`src/rtl/sdx_pkg.sv`:
```
package sdx_pkg;

  typedef enum logic [3:0] {
    S_IDLE, S_RTOK, S_RDAT, S_RPUSH, S_RCRC,
    S_WTOK, S_WFETCH, S_WDAT, S_WCRC, S_WRESP,
    S_WBUSY, S_WSTOP, S_SBUSY, S_DONE
  } sdx_state_e;

  typedef enum logic [2:0] {
    XS_OK      = 3'd0,
    XS_TIMEOUT = 3'd1,
    XS_CRC     = 3'd2,
    XS_WRITE   = 3'd3,
    XS_REJECT  = 3'd4
  } sdx_status_e;

  localparam logic [7:0] TK_SINGLE = 8'hFE;
  localparam logic [7:0] TK_MULTI  = 8'hFC;
  localparam logic [7:0] TK_STOP   = 8'hFD;
  localparam logic [7:0] FILL      = 8'hFF;

endpackage

```
`src/rtl/sdx_rst_sync.sv`:
```
module sdx_rst_sync #(
  parameter int STAGES = 2
) (
  input  logic clk,
  input  logic rst_n,
  output logic rst_n_sync
);
  logic [STAGES-1:0] chain_q;

  always_ff @(posedge clk or negedge rst_n) begin
    if (!rst_n) chain_q <= '0;
    else        chain_q <= {chain_q[STAGES-2:0], 1'b1};
  end

  assign rst_n_sync = chain_q[STAGES-1];
endmodule

```
`src/rtl/sdx_addr_map.sv`:
```
module sdx_addr_map #(
  parameter int ADDR_W   = 32,
  parameter int BLK_LOG2 = 9
) (
  input  logic [ADDR_W-1:0] byte_addr,
  input  logic              high_cap,
  output logic [ADDR_W-1:0] card_addr
);
  // block-unit addressing for high-capacity cards
  always_comb begin
    if (high_cap) card_addr = byte_addr >> BLK_LOG2;
    else          card_addr = byte_addr;
  end
endmodule

```
`src/rtl/sdx_resp_decode.sv`:
```
module sdx_resp_decode
  import sdx_pkg::*;
(
  input  logic [4:0]  tok,
  output sdx_status_e code
);
  // data response decode on the low five bits
  always_comb begin
    unique case (tok)
      5'h05:   code = XS_OK;
      5'h0B:   code = XS_CRC;
      5'h0D:   code = XS_WRITE;
      default: code = XS_REJECT;
    endcase
  end
endmodule

```
`src/rtl/sdx_block_xfer.sv`:
```
module sdx_block_xfer
  import sdx_pkg::*;
#(
  parameter int BLK_BYTES   = 512,
  parameter int ADDR_W      = 32,
  parameter int CNT_W       = 16,
  parameter int TOKEN_TRIES = 4096
) (
  input  logic              clk,
  input  logic              rst_n,
  input  logic              start,
  input  logic              is_write,
  input  logic              high_cap,
  input  logic [CNT_W-1:0]  blk_count,
  input  logic [ADDR_W-1:0] byte_addr,
  output logic              busy,
  output logic              multi,
  output logic [ADDR_W-1:0] card_addr,
  output logic              done,
  output logic [2:0]        status,
  output logic              spi_req,
  output logic [7:0]        spi_tx,
  input  logic              spi_ack,
  input  logic [7:0]        spi_rx,
  output logic [7:0]        rd_data,
  output logic              rd_valid,
  input  logic              rd_ready,
  input  logic [7:0]        wr_data,
  input  logic              wr_valid,
  output logic              wr_ready
);
  localparam int IDX_W = $clog2(BLK_BYTES);
  localparam int TRY_W = $clog2(TOKEN_TRIES + 1);
  localparam logic [IDX_W-1:0] IDX_LAST = IDX_W'(BLK_BYTES - 1);
  localparam logic [TRY_W-1:0] TRY_LAST = TRY_W'(TOKEN_TRIES - 1);

  logic rst_ns;
  sdx_rst_sync #(.STAGES(2)) u_rst (.clk(clk), .rst_n(rst_n), .rst_n_sync(rst_ns));

  logic [ADDR_W-1:0] mapped_addr;
  sdx_addr_map #(.ADDR_W(ADDR_W), .BLK_LOG2(IDX_W)) u_map (
    .byte_addr(byte_addr), .high_cap(high_cap), .card_addr(mapped_addr));

  sdx_status_e resp_code;
  sdx_resp_decode u_dec (.tok(spi_rx[4:0]), .code(resp_code));

  sdx_state_e        state_q, state_d;
  logic [IDX_W-1:0]  idx_q, idx_d;
  logic [TRY_W-1:0]  tries_q, tries_d;
  logic [CNT_W-1:0]  left_q, left_d;
  logic              multi_q, multi_d;
  sdx_status_e       status_q, status_d;
  logic [7:0]        data_q, data_d;
  logic [ADDR_W-1:0] addr_q, addr_d;

  // next-state process
  always_comb begin
    state_d  = state_q;
    idx_d    = idx_q;
    tries_d  = tries_q;
    left_d   = left_q;
    multi_d  = multi_q;
    status_d = status_q;
    data_d   = data_q;
    addr_d   = addr_q;
    unique case (state_q)
      S_IDLE: if (start) begin
        addr_d   = mapped_addr;
        multi_d  = blk_count > CNT_W'(1);
        left_d   = (blk_count == '0) ? CNT_W'(1) : blk_count;
        status_d = XS_OK;
        tries_d  = '0;
        idx_d    = '0;
        state_d  = is_write ? S_WTOK : S_RTOK;
      end
      S_RTOK: if (spi_ack) begin
        if (spi_rx == TK_SINGLE) begin
          idx_d   = '0;
          state_d = S_RDAT;
        end else if (tries_q == TRY_LAST) begin
          status_d = XS_TIMEOUT;
          state_d  = S_DONE;
        end else begin
          tries_d = tries_q + TRY_W'(1);
        end
      end
      S_RDAT: if (spi_ack) begin
        data_d  = spi_rx;
        state_d = S_RPUSH;
      end
      S_RPUSH: if (rd_ready) begin
        if (idx_q == IDX_LAST) begin
          idx_d   = '0;
          state_d = S_RCRC;
        end else begin
          idx_d   = idx_q + IDX_W'(1);
          state_d = S_RDAT;
        end
      end
      S_RCRC: if (spi_ack) begin
        if (idx_q == IDX_W'(1)) begin
          if (left_q == CNT_W'(1)) state_d = S_DONE;
          else begin
            left_d  = left_q - CNT_W'(1);
            tries_d = '0;
            state_d = S_RTOK;
          end
        end else begin
          idx_d = IDX_W'(1);
        end
      end
      S_WTOK: if (spi_ack) begin
        idx_d   = '0;
        state_d = S_WFETCH;
      end
      S_WFETCH: if (wr_valid) begin
        data_d  = wr_data;
        state_d = S_WDAT;
      end
      S_WDAT: if (spi_ack) begin
        if (idx_q == IDX_LAST) begin
          idx_d   = '0;
          state_d = S_WCRC;
        end else begin
          idx_d   = idx_q + IDX_W'(1);
          state_d = S_WFETCH;
        end
      end
      S_WCRC: if (spi_ack) begin
        if (idx_q == IDX_W'(1)) state_d = S_WRESP;
        else                    idx_d   = IDX_W'(1);
      end
      S_WRESP: if (spi_ack) begin
        status_d = resp_code;
        state_d  = S_WBUSY;
      end
      S_WBUSY: if (spi_ack && spi_rx == FILL) begin
        if (status_q != XS_OK || left_q == CNT_W'(1)) begin
          state_d = multi_q ? S_WSTOP : S_DONE;
        end else begin
          left_d  = left_q - CNT_W'(1);
          state_d = S_WTOK;
        end
      end
      S_WSTOP: if (spi_ack) begin
        idx_d   = '0;
        state_d = S_SBUSY;
      end
      S_SBUSY: if (spi_ack) begin
        if (idx_q == '0)          idx_d   = IDX_W'(1);
        else if (spi_rx == FILL)  state_d = S_DONE;
      end
      S_DONE:  state_d = S_IDLE;
      default: state_d = S_IDLE;
    endcase
  end

  // register process
  always_ff @(posedge clk or negedge rst_ns) begin
    if (!rst_ns) begin
      state_q  <= S_IDLE;
      idx_q    <= '0;
      tries_q  <= '0;
      left_q   <= '0;
      multi_q  <= 1'b0;
      status_q <= XS_OK;
      data_q   <= '0;
      addr_q   <= '0;
    end else begin
      state_q  <= state_d;
      idx_q    <= idx_d;
      tries_q  <= tries_d;
      left_q   <= left_d;
      multi_q  <= multi_d;
      status_q <= status_d;
      data_q   <= data_d;
      addr_q   <= addr_d;
    end
  end

  // outputs
  always_comb begin
    unique case (state_q)
      S_WTOK:  spi_tx = multi_q ? TK_MULTI : TK_SINGLE;
      S_WDAT:  spi_tx = data_q;
      S_WSTOP: spi_tx = TK_STOP;
      default: spi_tx = FILL;
    endcase
  end

  assign spi_req   = !(state_q inside {S_IDLE, S_RPUSH, S_WFETCH, S_DONE});
  assign busy      = state_q != S_IDLE;
  assign done      = state_q == S_DONE;
  assign status    = status_q;
  assign rd_valid  = state_q == S_RPUSH;
  assign rd_data   = data_q;
  assign wr_ready  = state_q == S_WFETCH;
  assign card_addr = addr_q;
  assign multi     = multi_q;

  // assertions
  a_r11_tx_hold: assert property (@(posedge clk) disable iff (!rst_ns)
    $past(spi_req && !spi_ack) |-> spi_req && spi_tx == $past(spi_tx));
  a_r5_rd_hold: assert property (@(posedge clk) disable iff (!rst_ns)
    $past(rd_valid && !rd_ready) |-> rd_valid && rd_data == $past(rd_data));
  a_r10_done_pulse: assert property (@(posedge clk) disable iff (!rst_ns)
    done |=> !done && !busy);
  a_r10_start_busy: assert property (@(posedge clk) disable iff (!rst_ns)
    start && !busy |=> busy);
  a_r2_addr_hold: assert property (@(posedge clk) disable iff (!rst_ns)
    $past(busy) && busy |-> $stable(card_addr) && $stable(multi));
  a_r3_poll_bound: assert property (@(posedge clk) disable iff (!rst_ns)
    state_q == S_RTOK |-> tries_q <= TRY_LAST);
endmodule

```
`config.mk`:
```
export PLATFORM = sky130hd
export DESIGN_NAME = sdx_block_xfer
export DESIGN_NICKNAME = d
export VERILOG_FILES = /design/src/rtl/sdx_pkg.sv /design/src/rtl/sdx_rst_sync.sv /design/src/rtl/sdx_addr_map.sv /design/src/rtl/sdx_resp_decode.sv /design/src/rtl/sdx_block_xfer.sv
export SDC_FILE = /design/constraint.sdc
export NUM_CORES = 1
export LEC_CHECK = 0
export BUFFER_PORTS_ARGS = -buffer_cell sky130_fd_sc_hd__clkbuf_2
export CORE_ASPECT_RATIO = 0.5
export CORE_MARGIN = 8
export CORE_UTILIZATION = 41
export DETAILED_ROUTE_END_ITERATION = 6
export PLACE_DENSITY = 0.74
export SYNTH_ARGS = -nofsm -noshare
export SYNTH_HDL_FRONTEND = slang
export SYNTH_SLANG_ARGS = --single-unit
export TNS_END_PERCENT = 50
```
`constraint.sdc`:
```
create_clock -name clk -period 3.38 [get_ports clk]
set_input_delay 0.507 -clock clk [delete_from_list [all_inputs] [get_ports clk]]
set_output_delay 0.507 -clock clk [all_outputs]
set_load 0.05 [all_outputs]
```
==> key figures <==
Run status
  – Status: complete, no violations

Layout
  – Highest-count cells in the layout ignoring fill and taps: clkbuf_2, dfrtp_1, o21ai_0, nand2_1, nor2_1
  – Utilization after layout: 49.8%
  – Multi-input logic area: 0.00278 mm2
  – Share of cells above drive strength 1: 24.7%
  – Layout area overhead: 20.3%
  – Diode count: 0
  – Storage element area: 0.00221 mm2
  – Fill count: between 1000 and 1500
  – Commonest non-fill, non-tap cell in the layout: clkbuf_2
  – NumNets Final: 791

Timing
  – Unrepaired setup endpoints after global routing: false
  – Hold Fails Final Rpt: 0
  – Slew HR: 18.6%
  – Min Tclk post-route: approximately 3000 ps
  – Final setup viols: 0
  – Period utilisation layout: approximately 86%
  – Fmax: 342 MHz
  – Slew Viols, Final: 0
  – Worst-margin pin slew: 1220 ps
  – Setup TNS: 0 ps
  – Layout Skew: ~6.5 ps

Floorplanning
  – Initial Utilization: roughly two fifths
  – Core ar.: 0.0125 mm2
  – Number of I/O pins: around 130
  – Die area: 0.0167 mm2
  – Chip Height: 95.5 um
  – Site Rows: 29
  – Die W: 175 um

Setup path
  – Reg2Reg Depth: 7
  – Critical path depth: 6
  – CP peak stage delay: 810 ps
  – Startpoint Class: flip-flop
  – R2R setup slack: 600 ps
  – Worst EP required: roughly 2900 ps
  – Buf+Inv Stages, Crit Path: 1
  – Worst-path cell chain: nand2b_1 -> o21ai_0 -> nand2_1 -> o21ai_0 -> nand2_1 -> clkbuf_2
  – Worst Path Max Fanout: 23
  – FF-to-FF End: left_q[6]$_DFFE_PN0P_
  – Crit. End Element: output pin
  – CP max stage cell: dfrtp_1
  – Worst R2R Start: left_q[6]$_DFFE_PN0P_
  – Worst path arrival time: 2410 ps
  – CP Class: flip-flop to output pin
  – Delay-heaviest family, CP: flip-flops

CTS
  – H-tree depth: 3
  – TritonCTS Buffers: 9
  – Setup bufs post-CTS: 0
  – Sink Count: 88
  – Clock Latency Late Sink: 340 ps
  – CTS tree: done
  – Clk slew on worst S/H paths: 70 ps
  – CTS Buffer Depth: 2
  – Clk root buf: clkbuf_16

Yosys
  – Post-synth EDFFs: 0
  – Syn Inst Count: 601
  – Avg Inst Size Synth: between 8 and 9 um2
  – Yosys warning count: 0
  – Syn nets: 680
  – Synth area leader: dfrtp_1
  – Synthesized flop and latch total: 88
  – Top cells by area in the synthesized netlist: dfrtp_1, o21ai_0, mux2i_1
  – Async set or reset register ratio after synthesis: 100%
  – Post-synth top flop: dfrtp_1
  – Cell Area, Synth: 0.00518 mm2
  – Sequential area share after synthesis: 42.5%
  – Count of cell types in the netlist: 65
  – Top-area cell type share of the netlist area: 42.5%

Power
  – Max VDD drop: about 430 uV
  – Pwr/cell area: 915 mW/mm2
  – Leak: 0.00294 uW

GRT
  – Global route total overflow: 0
  – Largest net degree at the start of global routing: 67
  – Vias in the first global route: between 4000 and 5000
  – Initial antenna violation count: 0
  – First-pass GRT wire length: between 20 and 25 mm
  – Gr usage total: 16.3%

Route
  – DR iter-0 viols: 276
  – Final WL: around 14 mm
  – Total number of vias: 4778
  – Mean number of vias per cell: 5.39
  – DRT Pass-1 Iters: 5
  – Final ANT Viol Nets: 0
  – DR WL/cell: 15.6 um
  – # DRC: 0

Placed design
  – GP Congestion: 0.834
  – Post-detail-place hpwl: 10.3 mm
  – Port buffer count: 128

Job
  – MaxCap Viol Count: 0

Hold path
  – Class of the worst hold path: flip-flop to async pin
report_power, final:
| group | leakage [uW] | switching (uW) | total (uW) | internal [uW] |
|---|---|---|---|---|
| Combinational | 0.00169 | 2080 | 2940 | 857 |
| Sequential | 0.00113 | 422 | 1840 | 1410 |
| Clock | 0.000125 | 433 | 934 | 501 |
| Total | 0.00294 | 2940 | 5710 | 2770 |
cell families (layout without fill, tap and decap cells):
group / count (synthesis) / count (layout) / share of synthesized area (%)
simple gates: 245 / 245 / 24.2
compound gates: 157 / 157 / 17.6
flops: 88 / 88 / 42.5
buf+inv: 51 / 167 / 3.93
mux: 40 / 40 / 7.96
xor+xnor: 12 / 12 / 2.03
fa+ha+maj: 7 / 7 / 1.69
other cells: 1 / 1 / 0.0723
synth_stat cells, drive strengths merged, types with 3 or more instances:
cell / number
o21ai: 91
dfrtp: 88
nand2: 78
nor2: 52
mux2i: 36
a21oi: 29
clkbuf: 24
nand2b: 16
nor3: 16
inv: 14
nand3: 14
buf: 13
and3: 11
xor2: 10
nand4: 9
nor4: 9
or3: 9
ha: 7
or3b: 6
a22oi: 5
o22ai: 5
a21o: 4
mux2: 4
nor3b: 4
a32oi: 3
nand3b: 3
nor2b: 3
o211ai: 3
or2: 3
routing by layer:
layer / vias up / GRT usage, % / wire, um
met5: - / 0 / 0
met2: 116 / 28.3 / 6710
met1: 2270 / 20.4 / 6280
met4: 0 / 5.12 / 220
li1: 2366 / - / -
met3: 26 / 3.52 / 659
how the worst max path moves through the flow:
stage	startpoint	endpoint	slack (ps)
finish	state_q[2]$_DFFE_PN0P_	spi_tx[1]	460
global route	left_q[1]$_DFFE_PN0P_	left_q[6]$_DFFE_PN0P_	200
CTS	state_q[2]$_DFFE_PN0P_	spi_tx[1]	470
detailed placement	left_q[9]$_DFFE_PN0P_	left_q[6]$_DFFE_PN0P_	610
global placement	idx_q[3]$_DFFE_PN0P_	left_q[13]$_DFFE_PN0P_	660
floorplan	u_rst.chain_q[1]$_DFF_PN0_	card_addr[0]$_DFFE_PN0P_	750
flip-flops by register name, summed over array words and instances (netlist names):
signal,flops
card_addr,32
tries_q,13
left_q,16
status,3
state_q,4
u_rst.chain_q,2
rd_data,8
multi,1
idx_q,9
repair_timing:
action	4_1_cts	5_1_grt
hold buffers	1	0
endpoints found under the hold margin	2	0
gates resized for setup	0	0
per-stage QoR:
stage	total power, uW	hold slack [ps]	worst slack [ps]	instance area (um2)	cells
after CTS	5740	219	467	6240	887
after detailed placement	4780	215	606	5960	870
after global placement	4710	216	662	5960	870
final	5710	206	459	6240	887
after floorplan	4070	211	747	5180	601
after global routing	6120	234	196	6240	887
final cells by class:
type                    count  share of cell area [%]
clock buffers              10                    3.67
clock inverters             6                   0.722
inverters                  14                   0.842
multi-input cells         462                    44.6
flip-flops and latches     88                    35.4
well taps                 170                    3.41
repair buffers            137                    11.4
Power figures use the tool's default switching activity.
